--- config.mk ---
export PLATFORM = sky130hd
export DESIGN_NAME = dram_pd_ctrl
export DESIGN_NICKNAME = d
export VERILOG_FILES = /design/src/rtl/pdc_pkg.sv /design/src/rtl/pdc_access_track.sv /design/src/rtl/pdc_dwell_limit.sv /design/src/rtl/pdc_seq_fsm.sv /design/src/rtl/dram_pd_ctrl.sv
export SDC_FILE = /design/constraint.sdc
export NUM_CORES = 1
export LEC_CHECK = 0
export ABC_AREA = 1
export CAP_MARGIN = 5
export CORE_MARGIN = 2
export CORE_UTILIZATION = 48
export DETAILED_ROUTE_END_ITERATION = 12
export GPL_TIMING_DRIVEN = 0
export PLACE_DENSITY = 0.76
export SYNTH_ARGS = -nofsm -noshare
export SYNTH_HDL_FRONTEND = slang
export SYNTH_SLANG_ARGS = --single-unit
--- constraint.sdc ---
create_clock -name clk -period 1.5 [get_ports clk]
set_input_delay 0.225 -clock clk [delete_from_list [all_inputs] [get_ports clk]]
set_output_delay 0.225 -clock clk [all_outputs]
set_load 0.01 [all_outputs]
--- src/rtl/pdc_pkg.sv ---
package pdc_pkg;
  typedef enum logic [2:0] {
    ST_ACTIVE  = 3'd0,
    ST_DRAIN   = 3'd1,
    ST_PD      = 3'd2,
    ST_EXIT    = 3'd3,
    ST_RECOVER = 3'd4
  } pd_state_t;
endpackage

--- src/rtl/pdc_access_track.sv ---
module pdc_access_track #(
  parameter int WR_W = 4
) (
  input  logic            clk,
  input  logic            rst_n,
  input  logic            rd_issue,
  input  logic            wr_issue,
  input  logic            rd_post_done,
  input  logic [WR_W-1:0] wr_rec_cycles,
  output logic            access_busy,
  output logic            rd_pend,
  output logic            wr_pend
);
  logic            rd_pend_q, rd_pend_d;
  logic [WR_W-1:0] wr_cnt_q, wr_cnt_d;

  always_comb begin
    rd_pend_d = rd_pend_q;
    if (rd_issue)          rd_pend_d = 1'b1;
    else if (rd_post_done) rd_pend_d = 1'b0;
  end

  always_comb begin
    wr_cnt_d = wr_cnt_q;
    if (wr_issue)              wr_cnt_d = wr_rec_cycles;
    else if (wr_cnt_q != '0)   wr_cnt_d = wr_cnt_q - WR_W'(1);
  end

  always_ff @(posedge clk or negedge rst_n) begin
    if (!rst_n) begin
      rd_pend_q <= 1'b0;
      wr_cnt_q  <= '0;
    end else begin
      rd_pend_q <= rd_pend_d;
      wr_cnt_q  <= wr_cnt_d;
    end
  end

  assign rd_pend     = rd_pend_q;
  assign wr_pend     = (wr_cnt_q != '0);
  assign access_busy = rd_issue | wr_issue | (rd_pend_q & ~rd_post_done) | wr_pend;


  wr_count_down_chk: assert property (@(posedge clk) disable iff (!rst_n)
    (!wr_issue && wr_cnt_q != '0) |=> (wr_cnt_q == $past(wr_cnt_q) - WR_W'(1)));
endmodule

--- src/rtl/pdc_dwell_limit.sv ---
module pdc_dwell_limit #(
  parameter int BUD_W = 16
) (
  input  logic             clk,
  input  logic             rst_n,
  input  logic             enter_pd,
  input  logic             in_pd,
  input  logic [BUD_W-1:0] ref_budget,
  output logic             expire
);
  logic [BUD_W-1:0] dwell_q, dwell_d;
  logic             cnt_en;

  assign cnt_en = enter_pd | (in_pd & ~(&dwell_q));

  always_comb begin
    dwell_d = dwell_q;
    if (enter_pd)   dwell_d = BUD_W'(1);
    else if (in_pd) dwell_d = dwell_q + BUD_W'(1);
  end

  always_ff @(posedge clk or negedge rst_n) begin
    if (!rst_n)      dwell_q <= '0;
    else if (cnt_en) dwell_q <= dwell_d;
  end

  assign expire = in_pd & (dwell_q >= ref_budget);


  dwell_bound_chk: assert property (@(posedge clk) disable iff (!rst_n)
    in_pd |-> (dwell_q <= ref_budget || dwell_q == BUD_W'(1)));
endmodule

--- src/rtl/pdc_seq_fsm.sv ---
module pdc_seq_fsm
  import pdc_pkg::*;
(
  input  logic clk,
  input  logic rst_n,
  input  logic pd_req,
  input  logic busy,
  input  logic expire,
  input  logic banks_idle,
  output logic enter_pd,
  output logic in_pd,
  output logic cke,
  output logic force_nop,
  output logic cmd_allow,
  output logic pd_mode_active
);
  pd_state_t state_q, state_d;
  logic      mode_q;

  always_comb begin
    state_d = state_q;
    case (state_q)
      ST_ACTIVE:  if (pd_req) state_d = busy ? ST_DRAIN : ST_PD;
      ST_DRAIN:   if (!pd_req)   state_d = ST_ACTIVE;
                  else if (!busy) state_d = ST_PD;
      ST_PD:      if (!pd_req || expire) state_d = ST_EXIT;
      ST_EXIT:    state_d = ST_RECOVER;
      ST_RECOVER: state_d = ST_ACTIVE;
      default:    state_d = ST_ACTIVE;
    endcase
  end

  assign enter_pd = (state_d == ST_PD) && (state_q != ST_PD);

  always_ff @(posedge clk or negedge rst_n) begin
    if (!rst_n) state_q <= ST_ACTIVE;
    else        state_q <= state_d;
  end

  always_ff @(posedge clk or negedge rst_n) begin
    if (!rst_n)        mode_q <= 1'b0;
    else if (enter_pd) mode_q <= ~banks_idle;
  end

  assign in_pd          = (state_q == ST_PD);
  assign cke            = ~in_pd;
  assign force_nop      = (state_q == ST_EXIT);
  assign cmd_allow      = (state_q == ST_ACTIVE);
  assign pd_mode_active = in_pd & mode_q;


  exit_nop_chk: assert property (@(posedge clk) disable iff (!rst_n)
    $rose(cke) |-> (force_nop && !cmd_allow));

  recover_gap_chk: assert property (@(posedge clk) disable iff (!rst_n)
    force_nop |=> (cke && !force_nop && !cmd_allow));

  mode_hold_chk: assert property (@(posedge clk) disable iff (!rst_n)
    (!cke && !$past(cke)) |-> $stable(pd_mode_active));
endmodule

--- src/rtl/dram_pd_ctrl.sv ---
module dram_pd_ctrl #(
  parameter int WR_W  = 4,
  parameter int BUD_W = 16
) (
  input  logic             clk,
  input  logic             rst_n,
  input  logic             pd_req,
  input  logic             banks_idle,
  input  logic             rd_issue,
  input  logic             wr_issue,
  input  logic             rd_post_done,
  input  logic [WR_W-1:0]  wr_rec_cycles,
  input  logic [BUD_W-1:0] ref_budget,
  output logic             cke,
  output logic             pd_mode_active,
  output logic             force_nop,
  output logic             cmd_allow
);
  logic busy, rd_pend, wr_pend, expire, enter_pd, in_pd;

  pdc_access_track #(.WR_W(WR_W)) u_track (
    .clk(clk), .rst_n(rst_n), .rd_issue(rd_issue), .wr_issue(wr_issue),
    .rd_post_done(rd_post_done), .wr_rec_cycles(wr_rec_cycles),
    .access_busy(busy), .rd_pend(rd_pend), .wr_pend(wr_pend)
  );

  pdc_dwell_limit #(.BUD_W(BUD_W)) u_dwell (
    .clk(clk), .rst_n(rst_n), .enter_pd(enter_pd), .in_pd(in_pd),
    .ref_budget(ref_budget), .expire(expire)
  );

  pdc_seq_fsm u_fsm (
    .clk(clk), .rst_n(rst_n), .pd_req(pd_req), .busy(busy), .expire(expire),
    .banks_idle(banks_idle), .enter_pd(enter_pd), .in_pd(in_pd), .cke(cke),
    .force_nop(force_nop), .cmd_allow(cmd_allow), .pd_mode_active(pd_mode_active)
  );


  no_access_in_pd_chk: assert property (@(posedge clk) disable iff (!rst_n)
    !cke |-> (!rd_pend && !wr_pend));
endmodule

* Word-level counts from Yosys, hierarchy flattened
Cells that the tools add are included.
Widths: inputs -> output; s select.
** Word-level totals
- Logic and storage cells :: 47
- Output and inout bits :: 4
- Flip-flop bits (word level) :: 25
- Input port bits :: 27
** Operators by class
- Magnitude comparators :: 1
- Muxes and demuxes :: 12
- Add/subtract/negate cells :: 2
- Eq/ne operators :: 5
- Bitwise operators :: 12
- Reduce and logical (&&, ||, !) cells :: 10
** Operators with widths (number)
- $mux 16 :: 2
- $add 16x1->16 const B :: 1
- $ge 16x16->1 :: 1
- $reduce_and 16->1 :: 1
- $mux 3 :: 4
- $pmux 3 s4 :: 1
- $eq 3x2->1 const B :: 3
- $mux 4 :: 2
- $reduce_bool 2->1 :: 3
- $and 1x1->1 :: 4
- $not 1->1 :: 4
- $or 1x1->1 :: 4
- $reduce_bool 4->1 :: 1
- $sub 4x1->4 const B :: 1
- $eq 3x1->1 const B :: 1
- $logic_not 3->1 :: 1
- $ne 3x2->1 const B :: 1
- $mux 1 :: 2
- $mux 2 :: 1
- $reduce_and 2->1 :: 1
- $logic_and 1x1->1 :: 1
- $logic_not 1->1 :: 1
- $logic_or 1x1->1 :: 1

* Logic depth before layout (Yosys ltp)
- Depth after elaboration :: 11
- Mapped depth :: 14
- Depth with buffers taken out :: 14

* Hierarchy
A second synthesis with hierarchy kept.
** Unflattened totals
- Cell total of the unflattened synthesis :: 289
- Area, all modules :: 2065.7 um^2
** By module, submodules not included
- pdc_dwell_limit :: instances 1, area an instance 1512.7 um^2, cells an instance 212, seq. area each 400.4 um^2
- pdc_access_track :: instances 1, area an instance 302.8 um^2, cells an instance 40, seq. area each 125.1 um^2
- pdc_seq_fsm :: instances 1, area an instance 250.2 um^2, cells an instance 37, seq. area each 100.1 um^2

* Worst setup path after synthesis
No wires, ideal clock.
- Kind :: register -> register
- Start point :: reg u_dwell.dwell_q[0]
- End point :: reg u_dwell.dwell_q[8]
- Library setup time :: 122 ps
- Clock period less this slack :: 1465 ps
- Path slack :: 35 ps
- Data arrival time :: 1343 ps
- Data required time :: 1378 ps
- Cell stages (with the launch flop) :: 11
- Buffers on the path :: 0
- Path through :: dfrtp_1 ha_1 nand3_1 nor2_1 nand2_2 nand2_4 inv_2 nand2_1 nor2_2 xnor2_1 nor2_1
** On the way
- Cells in the longest elaborated chain, start to end :: 9
- Elaborated cells on any way between the ends :: 16
- Classes of those cells :: add/sub (1); order compare (1); eq/ne (1); mux (4); bitwise (4); reduce/logical (5)
** Ends and longest elaborated chain
- start: declaration :: RTL line pdc_dwell_limit.sv:11 : logic [BUD_W-1:0] dwell_q, dwell_d;
- start signal: assignment :: RTL line pdc_dwell_limit.sv:24 : else if (cnt_en) dwell_q <= dwell_d;
- $ge 16x16->1 :: RTL line pdc_dwell_limit.sv:27 : assign expire = in_pd & (dwell_q >= ref_budget);
- $and 1x1->1 :: RTL line pdc_dwell_limit.sv:27
- $logic_or 1x1->1 :: RTL line pdc_seq_fsm.sv:26 : ST_PD: if (!pd_req || expire) state_d = ST_EXIT;
- $mux 3 :: RTL line pdc_seq_fsm.sv:26
- $pmux 3 s4 :: RTL line pdc_seq_fsm.sv:22 : case (state_q)
- $eq 3x2->1 :: RTL line pdc_seq_fsm.sv:33 : assign enter_pd = (state_d == ST_PD) && (state_q != ST_PD);
- $logic_and 1x1->1 :: RTL line pdc_seq_fsm.sv:33
- $reduce_bool 2->1 (no line) / $or 1x1->1 (equally long branches)
- $reduce_and 2->1 (no line)
Parallel ways exist; a longest one is shown, timed or not. The select of a mux whose other input is x is not followed.
A chain may end at the register's enable or synchronous reset.

* Worst setup path after layout
- Start point :: reg u_dwell.dwell_q[3]
- End point :: reg u_dwell.dwell_q[12]
Same word-level chain as after synthesis.

==> out/metrics.csv <==
stage,metric,value,unit
critical_path,slowest_stage,dfrtp_1,
die,start_util,0.498,
synth,netlist_top_cells_area,"dfrtp_1, ha_1, nand2_1",
finish,nets,370,
timing,finalSetupViolations,20,
synth,synth_area,0.00182,mm2
die,num_io_pins,31,
synth,ys_top_cells_by_count,"nand2_1, inv_1, nor2_1",
clocking,tritoncts,done,
finish,nFillCells,232,
pwr,leakage,1.45,nW
clocking,clk_pin_slew,100,ps
pwr,irDropWorstVdd,876,uV
timing,post-route-period-util,1.14,
drt,antenna_left,0,
synth,synth_cell_type_count,31,
finish,area_growth,57.2,%
global_routing,grt_max_degree,26,
clocking,clk_latency,280,ps
timing,drv_slew,0,
critical_path,cp_cell_sequence,nand2_2 > inv_1 > nand3_4 > nor2_4 > nand4_1 > nor2_2 > nand2_1 > nand2_1 > nand2_1 > nor2_2,
clocking,numClockSinks,25,
clocking,htreeDepth,1,
timing,hold_slack,315,ps
critical_path,critPathCaptureType,register,
timing,hold_violations,0,
pwr,p_per_area,1090,mW/mm2
finish,fin_util,0.783,
synth,yosysSeqAreaShare,0.343,
critical_path,crit_top_cell,nand2_1,
hold_path,holdCritPathClass,in -> async,
pwr,p_sw,1.30,mW
pwr,p_sw_frac,0.417,
drt,avgRoutedWirePerCell,15.2,um
clocking,cts_root_buf,clkbuf_8,
synth,synthFlopType,dfrtp_1,
die,die_height,65.6,um
timing,rsz0062_at_grt,yes,
pwr,clkPwrFrac,0.140,
critical_path,path_depth,10,
drt,dr_total_vias,1924,
placed_design,routabilityCongestion,0.793,
die,std_cell_rows,22,
critical_path,rr_worst_depth,10,
placed_design,post-dp-hpwl,2.59,mm
global_routing,grt_pass1_vias,1630,
placed_design,io_buffers,30,
timing,setup_ws,-206,ps
synth,synth.avg_cell_area,7.32,um2
synth,synth_edf_count,0,
global_routing,grtUsageTotal,0.201,
die,die_width,65.6,um
critical_path,cpPeakStageDelay,460,ps
critical_path,path_class,reg -> reg,
drt,viasPerCell,5.19,
critical_path,required,1720,ps
critical_path,path_buf_inv,1,
timing,fin_skew,6.02,ps
clocking,clock_path_buffers,2,
drt,dr.pass1.iters,4,
run,drv_cap,0,
critical_path,worstPathMaxFanout,4,
die,die-area,0.00431,mm2
timing,min_period,1710,ps
synth,yosysMostFrequentCell,nand2_1,
status,run_status,finished with violations,
critical_path,cp.arrival,1930,ps
timing,worst_pin_slew,610,ps
die,core,0.00366,mm2
synth,ys_ff_latch,25,
synth,netlist.top_cell.by_area,dfrtp_1,
synth,netlist_instances,249,
global_routing,gr-total-overflow,0,
pwr,p_int,1.82,mW
finish,diodes,0,
clocking,cts_buffers,3,
global_routing,grt_pass1_wl,6.69,mm
drt,drcViolationCount,0,
critical_path,crit_path_start_kind,register,
global_routing,antenna_found_initial,0,
timing,maxSlewHeadroom,0.592,
finish,multi_input_area,0.00129,mm2
drt,wl,5.62,mm
pwr,combPwrFrac,0.506,
pwr,seqPwrFrac,0.354,
synth,syn_nets,295,
synth,netlist.area_leader.share,0.343,
finish,regArea,633,um2
drt,drt-initial-drc-count,65,
synth,yosys_warnings,0,
finish,drive_above_1_share,0.347,
timing,fmax,586,MHz
critical_path,cp_top_family,simple AND/OR/NAND/NOR gates,
clocking,postCtsHoldBufs,0,
pwr,total_power,3.12,mW
synth,async_reset_ff_frac,1.00,
status,failed_checks,setup timing,
[worst reg2reg max path: cells and delay by family (launching register included)]
kind | cells | cell delay, ps
buffers and inverters | 1 | 120
AND/OR/NAND/NOR | 9 | 1060
flip-flops | 1 | 460
[layer usage]
metal / share of wire / vias up / global-route usage
met5: 0 / - / 0
met4: 0.041 / 0 / 0.0807
met3: 0.043 / 23 / 0.0257
met2: 0.52 / 74 / 0.348
met1: 0.39 / 901 / 0.252
li1: - / 926 / -
[power groups by stage]
stage	logic (mW)	registers, mW	clock network [mW]
after CTS	1.03	1.04	0.417
final	1.58	1.11	0.436
after global routing	1.77	1.12	0.451
after floorplan	0.693	1.00	0
after global placement	0.876	1.05	0
after detailed placement	0.906	1.05	0
[registers in the layout, indices dropped and copies added, names as in the netlist]
register / flops
u_dwell.dwell_q: 16
u_fsm.mode_q: 1
u_fsm.state_q: 3
u_track.rd_pend: 1
u_track.wr_cnt_q: 4
[layout make-up]
cell class                 count  share of cell area
timing repair buffer          70               0.220
multi-input combinational    173               0.450
buffer                         1             0.00393
tap                           48              0.0210
inverter                      50              0.0681
clock buffer                   4              0.0157
sequential                    25               0.221
[cells by family after synthesis]
group,after synthesis,synth area share
and+or+nand+nor,126,0.325
DFF,25,0.343
xor gates and xnor gates,5,0.0240
adders and majority gates,19,0.130
buffers and inverters,51,0.106
AOI/OAI and AO/OA,23,0.0714
[cell usage in the layout, fill, tap and decap left out, types with 5 or more instances in the layout]
cell	Yosys	routed
ha_1	19	13
buf_4	0	30
nand2_1	59	55
dfrtp_2	0	6
ha_4	0	6
dfrtp_1	25	19
inv_2	1	5
a21oi_1	7	5
nor2_2	3	7
buf_6	0	11
clkdlybuf4s50_1	0	25
nor2_1	33	20
inv_1	49	42
o21ai_1	1	5
nor2_4	1	10
[worst paths after layout]
path / slack (ps) / from / endpoint
max in group asynchronous: 650 / rst_n / u_dwell.dwell_q[12]
hold reg to reg: 530 / u_fsm.mode_q / u_fsm.mode_q
setup reg to reg: -210 / u_dwell.dwell_q[3] / u_dwell.dwell_q[12]
min in group clk: 500 / banks_idle / u_fsm.mode_q
setup / recovery: -210 / u_dwell.dwell_q[3] / u_dwell.dwell_q[12]
hold / removal: 310 / rst_n / u_dwell.dwell_q[9]
[through the flow]
| stage | setup TNS, ps | cell area (um2) | setup slack (ps) | cells |
|---|---|---|---|---|
| after floorplan | 0 | 1820 | 35.5 | 249 |
| after global placement | -7700 | 2180 | -412 | 327 |
| after detailed placement | -8060 | 2180 | -437 | 327 |
| after CTS | -496 | 2430 | -110 | 348 |
| after global routing | -4030 | 2870 | -296 | 371 |
| final | -2440 | 2870 | -206 | 371 |
[what timing repair did]
| action | CTS | global route |
|---|---|---|
| buffers inserted | 16 | 22 |
| endpoints found under the setup margin | 19 | 26 |
| resized for setup | 35 | 70 |
| pin swaps | 6 | 38 |
| gates cloned | 1 | 0 |
Power figures use the tool's default switching activity.
